==> config.mk <==
export PLATFORM = sky130hd
export DESIGN_NAME = flash_code_decoder
export DESIGN_NICKNAME = d
export VERILOG_FILES = /design/src/rtl/flash_dec_pkg.sv /design/src/rtl/cmp_latch.sv /design/src/rtl/bubble_vote.sv /design/src/rtl/edge_detect.sv /design/src/rtl/gray_encoder.sv /design/src/rtl/flash_code_decoder.sv
export SDC_FILE = /design/constraint.sdc
export NUM_CORES = 1
export LEC_CHECK = 0
export BUFFER_PORTS_ARGS = -buffer_cell sky130_fd_sc_hd__buf_4
export CAP_MARGIN = 25
export CORE_ASPECT_RATIO = 0.7
export CORE_MARGIN = 4
export CORE_UTILIZATION = 60
export DETAILED_ROUTE_END_ITERATION = 12
export GPL_TIMING_DRIVEN = 0
export PLACE_DENSITY = 0.9
export REMOVE_ABC_BUFFERS = 1
export SKIP_LAST_GASP = 1
export SYNTH_ARGS = -nofsm -noshare
export SYNTH_HDL_FRONTEND = slang
export SYNTH_SLANG_ARGS = --single-unit
==> constraint.sdc <==
create_clock -name clk -period 5.1 [get_ports clk]
set_clock_uncertainty 0.1 [all_clocks]
set_input_delay 0.255 -clock clk [delete_from_list [all_inputs] [get_ports clk]]
set_output_delay 0.255 -clock clk [all_outputs]
set_load 0.05 [all_outputs]
==> src/rtl/flash_dec_pkg.sv <==
package flash_dec_pkg;

  localparam int DEF_RES = 8;

  function automatic int gray_of(input int v);
    return v ^ (v >> 1);
  endfunction

endpackage

==> src/rtl/cmp_latch.sv <==
module cmp_latch #(
  parameter int W = 255
) (
  input  logic         clk,
  input  logic         rst,
  input  logic [W-1:0] d,
  output logic [W-1:0] q
);

  always_ff @(posedge clk) begin
    if (rst) q <= '0;
    else     q <= d;
  end

endmodule

==> src/rtl/bubble_vote.sv <==
module bubble_vote #(
  parameter int W = 255
) (
  input  logic [W-1:0] raw,
  output logic [W-1:0] clean
);

  // bit below index 0 is the ladder bottom (always 1), bit above the top is 0
  logic [W+1:0] ext;
  assign ext = {1'b0, raw, 1'b1};

  for (genvar i = 0; i < W; i++) begin : g_vote
    logic lo, mid, hi;
    assign lo  = ext[i];
    assign mid = ext[i+1];
    assign hi  = ext[i+2];
    assign clean[i] = (lo & mid) | (mid & hi) | (lo & hi);
  end

endmodule

==> src/rtl/edge_detect.sv <==
module edge_detect #(
  parameter int W = 255
) (
  input  logic [W-1:0] th,
  output logic [W:0]   hit
);

  logic [W+1:0] ext;
  assign ext = {1'b0, th, 1'b1};

  // hit[j]: position j holds the last one before the first zero
  for (genvar j = 0; j <= W; j++) begin : g_edge
    assign hit[j] = ext[j] & ~ext[j+1];
  end

endmodule

==> src/rtl/gray_encoder.sv <==
module gray_encoder #(
  parameter int RES = 8
) (
  input  logic [2**RES-1:0] hit,
  output logic [RES-1:0]    bin
);

  localparam int NPOS = 2**RES;

  logic [RES-1:0][NPOS-1:0] sel;
  logic [RES-1:0]           gray;

  for (genvar j = 0; j < NPOS; j++) begin : g_row
    localparam logic [RES-1:0] GJ = RES'(flash_dec_pkg::gray_of(j));
    for (genvar b = 0; b < RES; b++) begin : g_col
      assign sel[b][j] = hit[j] & GJ[b];
    end
  end

  for (genvar b = 0; b < RES; b++) begin : g_or
    assign gray[b] = |sel[b];
  end

  for (genvar i = 0; i < RES; i++) begin : g_bin
    assign bin[i] = ^gray[RES-1:i];
  end

endmodule

==> src/rtl/flash_code_decoder.sv <==
module flash_code_decoder #(
  parameter int RES = flash_dec_pkg::DEF_RES
) (
  input  logic              clk,
  input  logic              rst,
  input  logic [2**RES-2:0] cmp_i,
  output logic [RES-1:0]    code_o
);

  localparam int NCMP = 2**RES - 1;
  localparam int NPOS = 2**RES;

  logic [NCMP-1:0] lat;
  logic [NCMP-1:0] voted;
  logic [NPOS-1:0] hit;
  logic [RES-1:0]  dec_code;

  cmp_latch #(.W(NCMP)) u_latch (
    .clk (clk),
    .rst (rst),
    .d   (cmp_i),
    .q   (lat)
  );

  bubble_vote #(.W(NCMP)) u_vote (
    .raw   (lat),
    .clean (voted)
  );

  edge_detect #(.W(NCMP)) u_edge (
    .th  (voted),
    .hit (hit)
  );

  gray_encoder #(.RES(RES)) u_enc (
    .hit (hit),
    .bin (dec_code)
  );

  always_ff @(posedge clk) begin
    if (rst) code_o <= '0;
    else     code_o <= dec_code;
  end

  // ---- checks on the latched word against the registered code ----
  logic [NCMP-1:0] lat_inc;
  logic [NCMP+1:0] lat_ext;
  logic            lat_clean;
  int              ones_n;
  int              trans_n;
  int              iso_n;
  int              code_n;

  assign lat_inc   = lat + 1'b1;
  assign lat_clean = ((lat & lat_inc) == '0);
  assign lat_ext   = {1'b0, lat, 1'b1};
  assign ones_n    = $countones(lat);
  assign trans_n   = $countones(lat_ext[NCMP:0] ^ lat_ext[NCMP+1:1]);
  assign iso_n     = $countones((lat_ext[NCMP:1] ^ lat_ext[NCMP-1:0]) &
                                (lat_ext[NCMP:1] ^ lat_ext[NCMP+1:2]));
  assign code_n    = int'(code_o);

  p_clean_exact_r2: assert property (@(posedge clk) disable iff (rst)
    lat_clean |=> (code_n == $past(ones_n)));

  p_full_scale_r3: assert property (@(posedge clk) disable iff (rst)
    (&lat) |=> (&code_o));

  p_zero_scale_r4: assert property (@(posedge clk) disable iff (rst)
    (lat == '0) |=> (code_o == '0));

  p_one_bubble_r6: assert property (@(posedge clk) disable iff (rst)
    ((trans_n == 1) || ((trans_n == 3) && (iso_n != 0))) |=>
    ((code_n >= $past(ones_n) - 1) && (code_n <= $past(ones_n) + 1)));

endmodule

Word level (Yosys, flattened, before mapping). Cells that the tools add are included.

Memories kept: 0. Output and inout bits: 8. Memory bits (writable): 0. Flip-flop bits (word level): 263. Latch bits: 0. Memory bits (read-only): 0.

Bitwise operators: 1523. Multiplexer cells: 0. Div/mod/pow operators: 0. Add/sub/neg operators: 0. Equality and inequality tests: 0. Shift operators: 0. Multipliers: 0. Reductions and logical operators: 15. Order comparisons: 0.

Operators with widths (count): OR reduction 128 bit (8); AND 1 bit (761); OR 1 bit (508); inverter 1 bit (254); parity 8 bit (1); parity 7 bit (1); parity 6 bit (1); parity 5 bit (1); parity 4 bit (1); parity 3 bit (1); parity 2 bit (1).

Logic depth before layout (Yosys ltp). Gate-level depths: netlist of the first run.

Depth after elaboration: 7. Mapped depth: 13. Gate-level depth less buffers: 11.

By module. Synthesis of the first run repeated with hierarchy kept, for this count alone.

Cells, all modules: 1283. Area, all modules: 13230.2 um^2.

Modules (own cells, without submodules): cmp_latch (cells an instance 538, instances 1, sequential area each 5104.9 um^2, area an instance 6840.3 um^2); bubble_vote (cells an instance 255, instances 1, sequential area each 0.0 um^2, area an instance 2552.4 um^2); edge_detect (cells an instance 256, instances 1, sequential area each 0.0 um^2, area an instance 2233.4 um^2); gray_encoder (cells an instance 218, instances 1, sequential area each 0.0 um^2, area an instance 1393.8 um^2); flash_code_decoder (cells an instance 16, instances 1, sequential area each 160.2 um^2, area an instance 210.2 um^2).

Worst setup path before layout of the first run. Ideal clock, no wire load.

Path type: flip-flop to flip-flop. From: register u_latch.q[136]. To: register code_o[1]. Data arrival time: 2.927 ns. Path slack: 1.955 ns. Library setup time: 0.117 ns. Stages on the path, launching flop included: 12. Buffers on the path: 0. Cell sequence: dfxtp_1 -> xor2_1 -> a32o_1 -> a2111o_1 -> or4_1 -> nor4_2 -> or4b_4 -> xnor2_2 -> xor2_2 -> xor2_1 -> xnor2_1 -> nor2_1.

Longest elaborated chain between the ends: 7. Elaborated cells on any way between the ends: 23.

Ends and longest elaborated chain: start, declared (line cmp_latch.sv:7) `output logic [W-1:0] q`; start signal, assigned (line cmp_latch.sv:11) `if (rst) q <= '0;`; start signal, assigned (line cmp_latch.sv:12) `else q <= d;`; AND 1 bit (line bubble_vote.sv:17) `assign clean[i] = (lo & mid) | (mid & hi) | (lo & hi);`; OR 1 bit (2 in series) (line bubble_vote.sv:17); inverter 1 bit (line edge_detect.sv:13) `assign hit[j] = ext[j] & ~ext[j+1];`; AND 1 bit (line edge_detect.sv:13); OR reduction 128 bit (line gray_encoder.sv:21) `assign gray[b] = |sel[b];`; parity 7 bit * (line gray_encoder.sv:25) `assign bin[i] = ^gray[RES-1:i];`; end signal, assigned (line flash_code_decoder.sv:42) `else code_o <= dec_code;`; end, declared (line flash_code_decoder.sv:7) `output logic [RES-1:0] code_o`.

Mark *: on every way between the ends. The rest lies on a longest branch, timed or not. A chain may end at the register's enable or synchronous reset.

Worst setup path in the final report of the first run.
From: register u_latch.q[145]. To: register code_o[4].

Longest elaborated chain between the ends: 7. Elaborated cells on any way between the ends: 21.

Ends and longest elaborated chain (line): AND 1 bit (bubble_vote.sv:17); OR 1 bit (2 in series) (bubble_vote.sv:17); inverter 1 bit (edge_detect.sv:13); AND 1 bit (edge_detect.sv:13); OR reduction 128 bit (gray_encoder.sv:21); parity 4 bit * (gray_encoder.sv:25).

Marks and branches as above.

==> results.yml, run 1 <==
synthesis:
  ys_top_cells_by_count: "nor2b_1 (313), dfxtp_1 (263), xor2_1 (165), nand3b_1 (96), nand2_1 (74)"
  synth_warnings: 0
  ys_ff_latch: 263
  synth.area.top_cells: "dfxtp_1 (38%), nor2b_1 (14%), xor2_1 (10%), nand3b_1 (5.2%), xnor2_1 (3.8%)"
  yosys.area.top_type_share_pct: 38.2
  synth_cells: 1511
  synth_enable_flop_cells: 0
  yosysSeqAreaShare_pct: 38.2
  synth_cell_types: 73
  synth.most_common_cell: "nor2b_1"
  synth.avg_cell_area_um2: 9.11
  synthArstFlopShare_pct: 0
  yosysTopAreaCell: "dfxtp_1"
  syn_area_um2: 13800
  yosys_most_used_dff: "dfxtp_1"
hold_path:
  min_path_type: "input pin to flip-flop"
timing:
  worstMarginPinSlew_ns: 0.980
  finalCritPeriodShare_pct: 76.9
  holdWs_ns: 0.0950
  rsz0062_at_grt: "no"
  finalHoldViolations: 0
  maxSlewViolCount: 0
  tns_ns: 0
  timing.slew.headroom_pct: 33.0
  report.final.setup_viol: 0
  period_needed_ns: 3.92
  timing.fmax_ghz: 0.255
floorplan:
  core_area_um2: 22600
  die_area_um2: 25500
  rows: 46
  dieHeight_um: 135
  die_w_um: 189
  pin_count: 265
  start_util_pct: 60.9
drt:
  drt_drc_violations_left: 0
  wl_per_cell_um: 25.6
  first_pass_iters: 7
  viasPerCell: 6.41
  drt_iter0_markers: 2774
  dr_total_vias: 15000
  routed_wl_mm: 60.0
  final_antenna_net_count: 0
setup_path:
  cp.required_ns: 5.39
  critPathArrivalTime_ns: 4.21
  critPathMostFrequentCell: "xor2_1"
  worstSetupPathType: "flip-flop to flip-flop"
  crit_chain: "xor2_1 -> nand3b_1 -> o2111ai_1 -> nor4_1 -> nand4_1 -> nor4_2 -> nor2b_1 -> o21bai_1 -> o211ai_4 -> xor2_1 -> nor2_1"
  crit_fanout: 6
  critPathSlowestCell: "nor4_1"
  start_kind: "flip-flop"
  end_kind: "flip-flop"
  cpPeakStageDelay_ns: 0.66
clock_network:
  cts_buffers: 24
  cts_tree: "done"
  clkLatencyLatePin_ns: 0.54
  path_clk_slew_ns: 0.07
  cts.sinks: 263
  post_cts_buffers: 0
  cts_root_buffer: "clkbuf_16"
  cts_max_path_buffers: 3
  cts_max_level: 1
grt:
  grt_max_degree: 138
  gr-total-overflow: 0
  track_usage_pct: 45.1
  grt_pass1_wl_mm: 90.1
  antenna_found_initial: 6
  grt_pass1_vias: 15100
pwr:
  p_leak_nw: 8.13
  p_per_area_nw_per_um2: 272
  irDropWorstVdd_mv: 0.265
place:
  hpwl_mm: 35.6
  portBuffers: 264
  routabilityCongestion: 1.01
finish:
  final_layout_size_suffix_gt1_share_pct: 15.5
  fin_util_pct: 85.4
  syn_to_final_growth_pct: 40.3
  final_net_count: 2264
status:
  status: "finished, final reports clean"
run:
  cap_violations: 0
final cells by class:
cell class	count	area, um2
multi-input cells	1175	8220
flip-flops and latches	263	5270
repair buffers	520	4570
fillers	1044	3310
clock buffers	35	713
well taps	312	390
inverters	23	86.3
clock inverters	9	57.6
diodes	3	7.51
critical path: cells and delay by family (launching register included):
kind | cells | cell delay, ns
XOR/XNOR | 2 | 0.32
flip-flops | 1 | 0.43
AO/OA/AOI/OAI | 3 | 0.81
AND/OR/NAND/NOR | 6 | 2.11
worst paths after layout:
check | startpoint | end | slack, ns | cells past startpoint
setup / recovery | u_latch.q[145] | code_o[4] | 1.18 | 11
hold / removal | rst | u_latch.q[35] | 0.09 | 2
setup reg to reg | u_latch.q[145] | code_o[4] | 1.18 | 11
hold reg to reg | u_latch.q[194] | code_o[7] | 0.94 | 5
sequential cells by signal, summed over array words and instances (netlist names):
signal and cells:
u_latch.q 255, code_o 8
repair_timing:
action | in CTS | in global routing
resized for setup | 0 | 0
hold endpoints to repair | 255 | 0
hold buffers | 255 | 0
power breakdown:
| part | internal (mW) | switching (mW) | total, mW |
|---|---|---|---|
| Sequential | 2.16 | 0.215 | 2.38 |
| Combinational | 0.549 | 0.498 | 1.05 |
| Clock | 0.977 | 0.847 | 1.82 |
| Total | 3.69 | 1.56 | 5.25 |
cell families (layout without fill, tap and decap cells):
kind of cell / count (synthesis) / in the layout / synth area share (%)
and+or+nand+nor: 769 / 769 / 36.2
AOI/OAI and AO/OA: 178 / 178 / 8.84
buffers and inverters: 73 / 587 / 2.04
other: 0 / 3 / 0
DFF: 263 / 263 / 38.2
muxes: 1 / 1 / 0.0727
adders and majority gates: 1 / 1 / 0.0727
xor gates and xnor gates: 226 / 226 / 14.5
cells in the final DEF (no fill, tap or decap), types with 23 or more instances in the layout:
| cell type | instances |
|---|---|
| nand3b_1 | 96 |
| clkbuf_16 | 25 |
| nor3b_1 | 27 |
| xor2_1 | 165 |
| buf_4 | 263 |
| a21oi_1 | 37 |
| nor2b_1 | 313 |
| nand2_1 | 74 |
| inv_1 | 23 |
| nand2b_1 | 24 |
| dfxtp_1 | 263 |
| xnor2_1 | 59 |
| dlygate4sd3_1 | 255 |
| o21ai_0 | 30 |
| nor4bb_1 | 35 |
| nor4_1 | 37 |
| nor2_1 | 31 |
stage by stage:
stage          setup slack (ns)  total power, mW  instances  cell area (um2)
2_1_floorplan              1.96             2.79       1461            13600
3_3_place_gp               1.35             3.16       2037            15900
3_5_place_dp               1.37             3.18       2038            16000
4_1_cts                    1.37             5.07       2337            19300
5_1_grt                   0.988             5.35       2337            19300
6_report                   1.18             5.25       2340            19300
metal layers:
metal | GRT usage, % | vias to the layer above | share of wire, %
met5 | 0 | - | 0.060
met4 | 18.4 | 8 | 5.4
met3 | 14.4 | 352 | 15
met2 | 70.0 | 1469 | 42
met1 | 58.7 | 6890 | 38
li1 | - | 6286 | -
(Power assumes the default switching activity.)
==> run 2: changes to the inputs <==
--- a/config.mk
+++ b/config.mk
@@ -9,10 +9,10 @@
 export CAP_MARGIN = 25
 export CORE_ASPECT_RATIO = 0.7
 export CORE_MARGIN = 4
-export CORE_UTILIZATION = 60
+export CORE_UTILIZATION = 56
 export DETAILED_ROUTE_END_ITERATION = 12
 export GPL_TIMING_DRIVEN = 0
-export PLACE_DENSITY = 0.9
+export PLACE_DENSITY = 0.85
 export REMOVE_ABC_BUFFERS = 1
 export SKIP_LAST_GASP = 1
 export SYNTH_ARGS = -nofsm -noshare
==> constraint.sdc (replaced) <==
create_clock -name clk -period 3.62 [get_ports clk]
set_clock_uncertainty 0.1 [all_clocks]
set_input_delay 0.181 -clock clk [delete_from_list [all_inputs] [get_ports clk]]
set_output_delay 0.181 -clock clk [all_outputs]
set_load 0.05 [all_outputs]
==> run 2 against run 1 <==
Cell area rose by 0.36%. Critical path depth unchanged. Sequential cell count unchanged. Maximum frequency rose by 12%. Hold slack got worse by 0.087 ns.
==> results.yml, run 2 (synthesis results as in run 1) <==
status:
  status: "finished, final reports clean"
place:
  portBuffers: 264
  routabilityCongestion: 0.954
  place_area_um2: 16000
  hpwl_mm: 35.2
  pre_cts_ws_ns: -0.0508
  dp_cells: 2044
pwr:
  p_leak_nw: 8.13
  irDropWorstVdd_mv: 0.361
  p_per_area_nw_per_um2: 379
floorplan:
  pin_count: 265
  die_w_um: 195
  dieHeight_um: 139
  die_area_um2: 27200
  start_util_pct: 57.5
  core_area_um2: 23900
  rows: 47
finish:
  fin_area_um2: 19400
  largest_reg_flops: 255
  layout_commonest_cell: "nor2b_1"
  multi_input_area_um2: 8280
  seq_area_um2: 5270
  regMostFlops: "u_latch.q"
  fill_cells: 1380
  final_layout_size_suffix_gt1_share_pct: 15.9
  layout_common_cells: "nor2b_1 (313), buf_4 (263), dfxtp_1 (259), dlygate4sd3_1 (255), xor2_1 (165)"
  n_antenna_cell: 0
  layoutNonFillerInstCount: 2343
  final_net_count: 2264
  reg_top3: "u_latch.q (255), code_o (8)"
  fin_util_pct: 81.0
  syn_to_final_growth_pct: 40.8
setup_path:
  crit_fanout: 9
  crit_chain: "nor4bb_1 -> a211oi_1 -> o211ai_1 -> nor4_1 -> nand4_1 -> nor4_2 -> xnor2_4 -> xor2_2 -> xor2_1 -> xnor2_1 -> nor2_1"
  end_kind: "flip-flop"
  cp.required_ns: 3.92
  ff2ff_setup_slack_ns: 0.11
  path_buf_inv: 0
  crit_family: "simple AND/OR/NAND/NOR gates"
  cp_num_cells: 11
  endpoint: "code_o[1]"
  worst_r2r_path_depth: 11
  worstSetupPathType: "flip-flop to flip-flop"
  start_kind: "flip-flop"
  r2r-start: "u_latch.q[236]"
  cpPeakStageDelay_ns: 0.53
  critPathSlowestCell: "dfxtp_1"
  cp-startpoint: "u_latch.q[236]"
  critPathArrivalTime_ns: 3.81
  r2r-end: "code_o[1]"
grt:
  track_usage_pct: 37.1
  grt_max_degree: 134
  antenna_found_initial: 1
  grt_pass1_wl_mm: 79.9
  gr-total-overflow: 0
  grt_pass1_vias: 13700
clock_network:
  cts.sinks: 263
  post_cts_buffers: 0
  cts_max_level: 1
  path_clk_slew_ns: 0.07
  clkLatencyLatePin_ns: 0.53
  cts_root_buffer: "clkbuf_16"
  cts_buffers: 24
  cts_tree: "done"
  cts_max_path_buffers: 3
timing:
  finalCritPeriodShare_pct: 96.9
  period_needed_ns: 3.51
  report.final.setup_viol: 0
  finalHoldViolations: 0
  maxSlewViolCount: 0
  timing.slew.headroom_pct: 46.6
  worstMarginPinSlew_ns: 0.801
  timing.fmax_ghz: 0.285
  rsz0062_at_grt: "no"
  layout_setup_ws_ns: 0.111
hold_path:
  min_path_type: "input pin to flip-flop"
drt:
  drt_iter0_markers: 1603
  final_antenna_net_count: 0
  dr_total_vias: 13700
  routed_wl_mm: 52.8
  drt_drc_violations_left: 0
  wl_per_cell_um: 22.5
  viasPerCell: 5.87
  first_pass_iters: 5
run:
  cap_violations: 0
[run 2: cell count changes in the layout (fill, tap and decap cells not counted), moves of 3 or more]
cell and delta:
dfxtp_2 +4, nor4_1 -3, clkbuf_8 -5, diode_2 -3, dfxtp_1 -4
[run 2: how the worst min path moves through the flow]
stage / start / endpoint / slack, ns / cells after the start
2_1_floorplan: rst / u_latch.q[0] / 0.15 / 1
3_3_place_gp: cmp_i[98] / u_latch.q[98] / 0.30 / 2
3_5_place_dp: cmp_i[183] / u_latch.q[183] / 0.30 / 2
4_1_cts: rst / u_latch.q[1] / 0.03 / 2
5_1_grt: rst / u_latch.q[95] / 0.10 / 2
6_report: rst / u_latch.q[1] / 0.008 / 2
[run 2: worst reg2reg max path, stage by stage (launching register included)]
cell      delay [ns]
dfxtp_1         0.53
nor4bb_1        0.13
a211oi_1        0.52
o211ai_1        0.19
nor4_1          0.47
nand4_1         0.19
nor4_2          0.49
xnor2_4         0.19
xor2_2          0.21
xor2_1          0.19
xnor2_1         0.13
nor2_1          0.05
[run 2: final cells by class]
type	instances	area share, %
Inverter	23	0.445
Timing Repair Buffer	520	23.6
Clock inverter	12	0.665
Sequential cell	263	27.2
Multi-Input combinational cell	1175	42.7
Clock buffer	32	3.36
Tap cell	318	2.05
[run 2: through the flow]
stage | hold WS, ns | setup TNS, ns | total power, mW
2_1_floorplan | 0.153 | 0 | 3.93
3_3_place_gp | 0.295 | -0.153 | 4.45
3_5_place_dp | 0.295 | -0.106 | 4.48
4_1_cts | 0.0274 | 0 | 7.21
5_1_grt | 0.101 | 0 | 7.54
6_report | 0.00751 | 0 | 7.34
[run 2: power breakdown]
part	internal (mW)	leakage (nW)	switching [mW]
sequential	3.05	2.19	0.278
combinational	0.777	5.57	0.648
clock	1.42	0.374	1.16
total	5.25	8.13	2.08
[run 2: repair_timing]
| action | 4_1_cts | 5_1_grt |
|---|---|---|
| pin swaps | 0 | 1 |
| hold buffers | 255 | 0 |
| cloned | 0 | 0 |
| resized for setup | 1 | 14 |
| endpoints found under the hold margin | 255 | 0 |
| setup endpoints to repair | 5 | 7 |
[run 2: per-layer routing]
metal  vias up  global-route usage, %  part of all wire (%)
met5         -                      0                 0.023
met4         2                   8.85                   2.6
met3        96                   10.6                    11
met2       820                   57.4                    44
met1      6554                   51.8                    42
li1       6271                      -                     -
==> run 3: changes to the inputs <==
--- a/config.mk
+++ b/config.mk
@@ -9,12 +9,14 @@
 export CAP_MARGIN = 25
 export CORE_ASPECT_RATIO = 0.7
 export CORE_MARGIN = 4
-export CORE_UTILIZATION = 56
+export CORE_UTILIZATION = 57
+export CTS_BUF_LIST = sky130_fd_sc_hd__clkbuf_8
 export DETAILED_ROUTE_END_ITERATION = 12
 export GPL_TIMING_DRIVEN = 0
-export PLACE_DENSITY = 0.85
+export PLACE_DENSITY = 0.86
 export REMOVE_ABC_BUFFERS = 1
 export SKIP_LAST_GASP = 1
 export SYNTH_ARGS = -nofsm -noshare
 export SYNTH_HDL_FRONTEND = slang
+export SYNTH_HIERARCHICAL = 1
 export SYNTH_SLANG_ARGS = --single-unit
==> constraint.sdc (replaced) <==
create_clock -name clk -period 3.62 [get_ports clk]
set_clock_uncertainty 0.1 [all_clocks]
set_input_delay 0.181 -clock clk [delete_from_list [all_inputs] [get_ports clk]]
set_output_delay 0.181 -clock clk [all_outputs]
set_load 0.1 [all_outputs]
==> run 3 against run 2 <==
Die area shrank 5.4%. Maximum frequency shrank 0.76%. First-iteration DRC count shrank 45%. Wire length shrank 9.1%. Synthesized cell count shrank 15%. Non-clock buffer count grew 3. Cell area shrank 1.1%. Sequential power shrank 4%. Core utilization grew 3.3 points. Combinational power grew 5%. Clock power grew 6%. Critical path type unchanged. Largest power group unchanged.
==> results.yml, run 3 <==
drt:
  drt_drc_violations_left: 0
  routed_wl_mm: 48.0
  final_antenna_net_count: 0
  dr_total_vias: 12000
  viasPerCell: 5.56
  first_pass_iters: 5
  wl_per_cell_um: 22.2
  drt_iter0_markers: 879
place:
  routabilityCongestion: 0.913
  pre_cts_ws_ns: -0.421
  hpwl_mm: 28.7
  portBuffers: 264
  place_area_um2: 15500
  dp_cells: 1830
setup_path:
  path_buf_inv: 0
  ff2ff_setup_slack_ns: 0.08
  r2r-start: "u_latch/q[167]"
  crit_fanout: 3
  crit_chain: "maj3_1 -> and2b_2 -> nor4_4 -> nand2_2 -> or4_4 -> nor4_4 -> nand2_2 -> xnor2_4 -> xnor2_1 -> xnor2_1 -> nor2b_1"
  r2r-end: "code_o[0]"
  end_kind: "flip-flop"
  worstSetupPathType: "flip-flop to flip-flop"
  critPathSlowestCell: "or4_4"
  crit_family: "simple AND/OR/NAND/NOR gates"
  cp.required_ns: 3.98
  start_kind: "flip-flop"
  cpPeakStageDelay_ns: 0.61
  critPathArrivalTime_ns: 3.90
  worst_r2r_path_depth: 11
finish:
  seq_area_um2: 5270
  syn_to_final_growth_pct: 44.9
  layoutNonFillerInstCount: 2167
  reg_top3: "u_latch/q (255), code_o (8)"
  final_layout_size_suffix_gt1_share_pct: 33.5
  multi_input_area_um2: 8000
  layout_common_cells: "nor2b_1 (264), buf_4 (264), dfxtp_1 (263), dlygate4sd3_1 (257), and2b_2 (253)"
  fin_util_pct: 84.3
  fin_area_um2: 19200
  fill_cells: 1190
  regMostFlops: "u_latch/q"
  largest_reg_flops: 255
  final_net_count: 2076
clock_network:
  cts_max_path_buffers: 3
  cts_buffers: 41
  cts_max_level: 2
  cts_tree: "done"
  clkLatencyLatePin_ns: 0.54
  cts.sinks: 263
  path_clk_slew_ns: 0.08
  cts_root_buffer: "clkbuf_8"
floorplan:
  pin_count: 265
  die_area_um2: 25700
  dieHeight_um: 135
  start_util_pct: 58.2
  rows: 46
  die_w_um: 190
  core_area_um2: 22700
hold_path:
  min_to: "u_latch/q[98]"
  min_path_type: "input pin to flip-flop"
  whs_path_depth: 2
  min-delay-start: "rst"
timing:
  maxSlewViolCount: 0
  report.final.setup_viol: 0
  holdWs_ns: 0.0272
  period_needed_ns: 3.54
  finalCritPeriodShare_pct: 97.7
  worstMarginPinSlew_ns: 0.962
  timing.slew.headroom_pct: 35.3
  layout_setup_ws_ns: 0.0839
  tns_ns: 0
  timing.fmax_ghz: 0.283
  finalHoldViolations: 0
grt:
  track_usage_pct: 36.2
  grt_max_degree: 143
  grt_pass1_wl_mm: 72.6
  grt_pass1_vias: 13200
  antenna_found_initial: 5
  gr-total-overflow: 0
synthesis:
  synth.avg_cell_area_um2: 10.3
  synth_warnings: 6
  syn_area_um2: 13200
  synth_cells: 1282
pwr:
  intPower_mw: 5.37
  power_mw: 7.43
  combPwrFrac_pct: 20.0
  p_per_area_nw_per_um2: 387
  pwr-share-seq_pct: 43.1
  power.switching_mw: 2.06
  clockPowerShare_pct: 36.9
  p_leak_nw: 8.11
  irDropWorstVdd_mv: 0.247
  switching_share_pct: 27.7
run:
  cap_violations: 0
status:
  status: "finished, final reports clean"
-- run 3: changes by cell type in the layout (fill, tap and decap cells not counted), sizes merged, moves of 37 or more --
cell,delta
and2b,+252
maj3,+252
xor2,-162
nand3b,-96
nor4,+93
nand2,-59
xnor2,-52
nor2b,-49
o21ai,-39
a21oi,-37
-- run 3: worst max-delay path by stage --
stage / to / cells after the start / slack (ns) / startpoint
2_1_floorplan: code_o[1] / 10 / 0.48 / u_latch/q[168]
3_3_place_gp: code_o[1] / 10 / -0.42 / u_latch/q[203]
3_5_place_dp: code_o[1] / 10 / -0.42 / u_latch/q[203]
4_1_cts: code_o[1] / 11 / 0.04 / u_latch/q[171]
5_1_grt: code_o[2] / 11 / -0.01 / u_latch/q[167]
6_report: code_o[0] / 11 / 0.08 / u_latch/q[167]
-- run 3: per-layer routing --
metal  vias to the layer above  track usage [%]  part of all wire, %
met5                         -                0                    0
met4                         0             15.3                  4.2
met3                       175             7.24                  7.9
met2                       631             62.2                   47
met1                      5636             44.7                   41
li1                       5596                -                    -
-- run 3: final cells by class --
cell class / instances / area share (%)
Multi-Input combinational cell: 988 / 41.8
Sequential cell: 263 / 27.5
Timing Repair Buffer: 523 / 24.0
Clock buffer: 55 / 3.95
Tap cell: 312 / 2.04
Clock inverter: 18 / 0.705
Antenna cell: 6 / 0.0783
Inverter: 2 / 0.0392
-- run 3: timing repair --
item | 4_1_cts | 5_1_grt
pin swaps | 0 | 3
setup buffers | 0 | 1
hold endpoints to repair | 255 | 0
resized for setup | 10 | 19
cloned | 0 | 0
setup endpoints to repair | 6 | 5
hold buffers | 257 | 0
-- run 3: power by group through the flow --
stage | Sequential, mW | Clock, mW | Combinational [mW]
6_report | 3.20 | 2.74 | 1.49
5_1_grt | 3.22 | 2.88 | 1.56
4_1_cts | 3.19 | 2.69 | 1.37
3_5_place_dp | 3.26 | 0 | 1.12
3_3_place_gp | 3.25 | 0 | 1.11
2_1_floorplan | 3.23 | 0 | 0.632
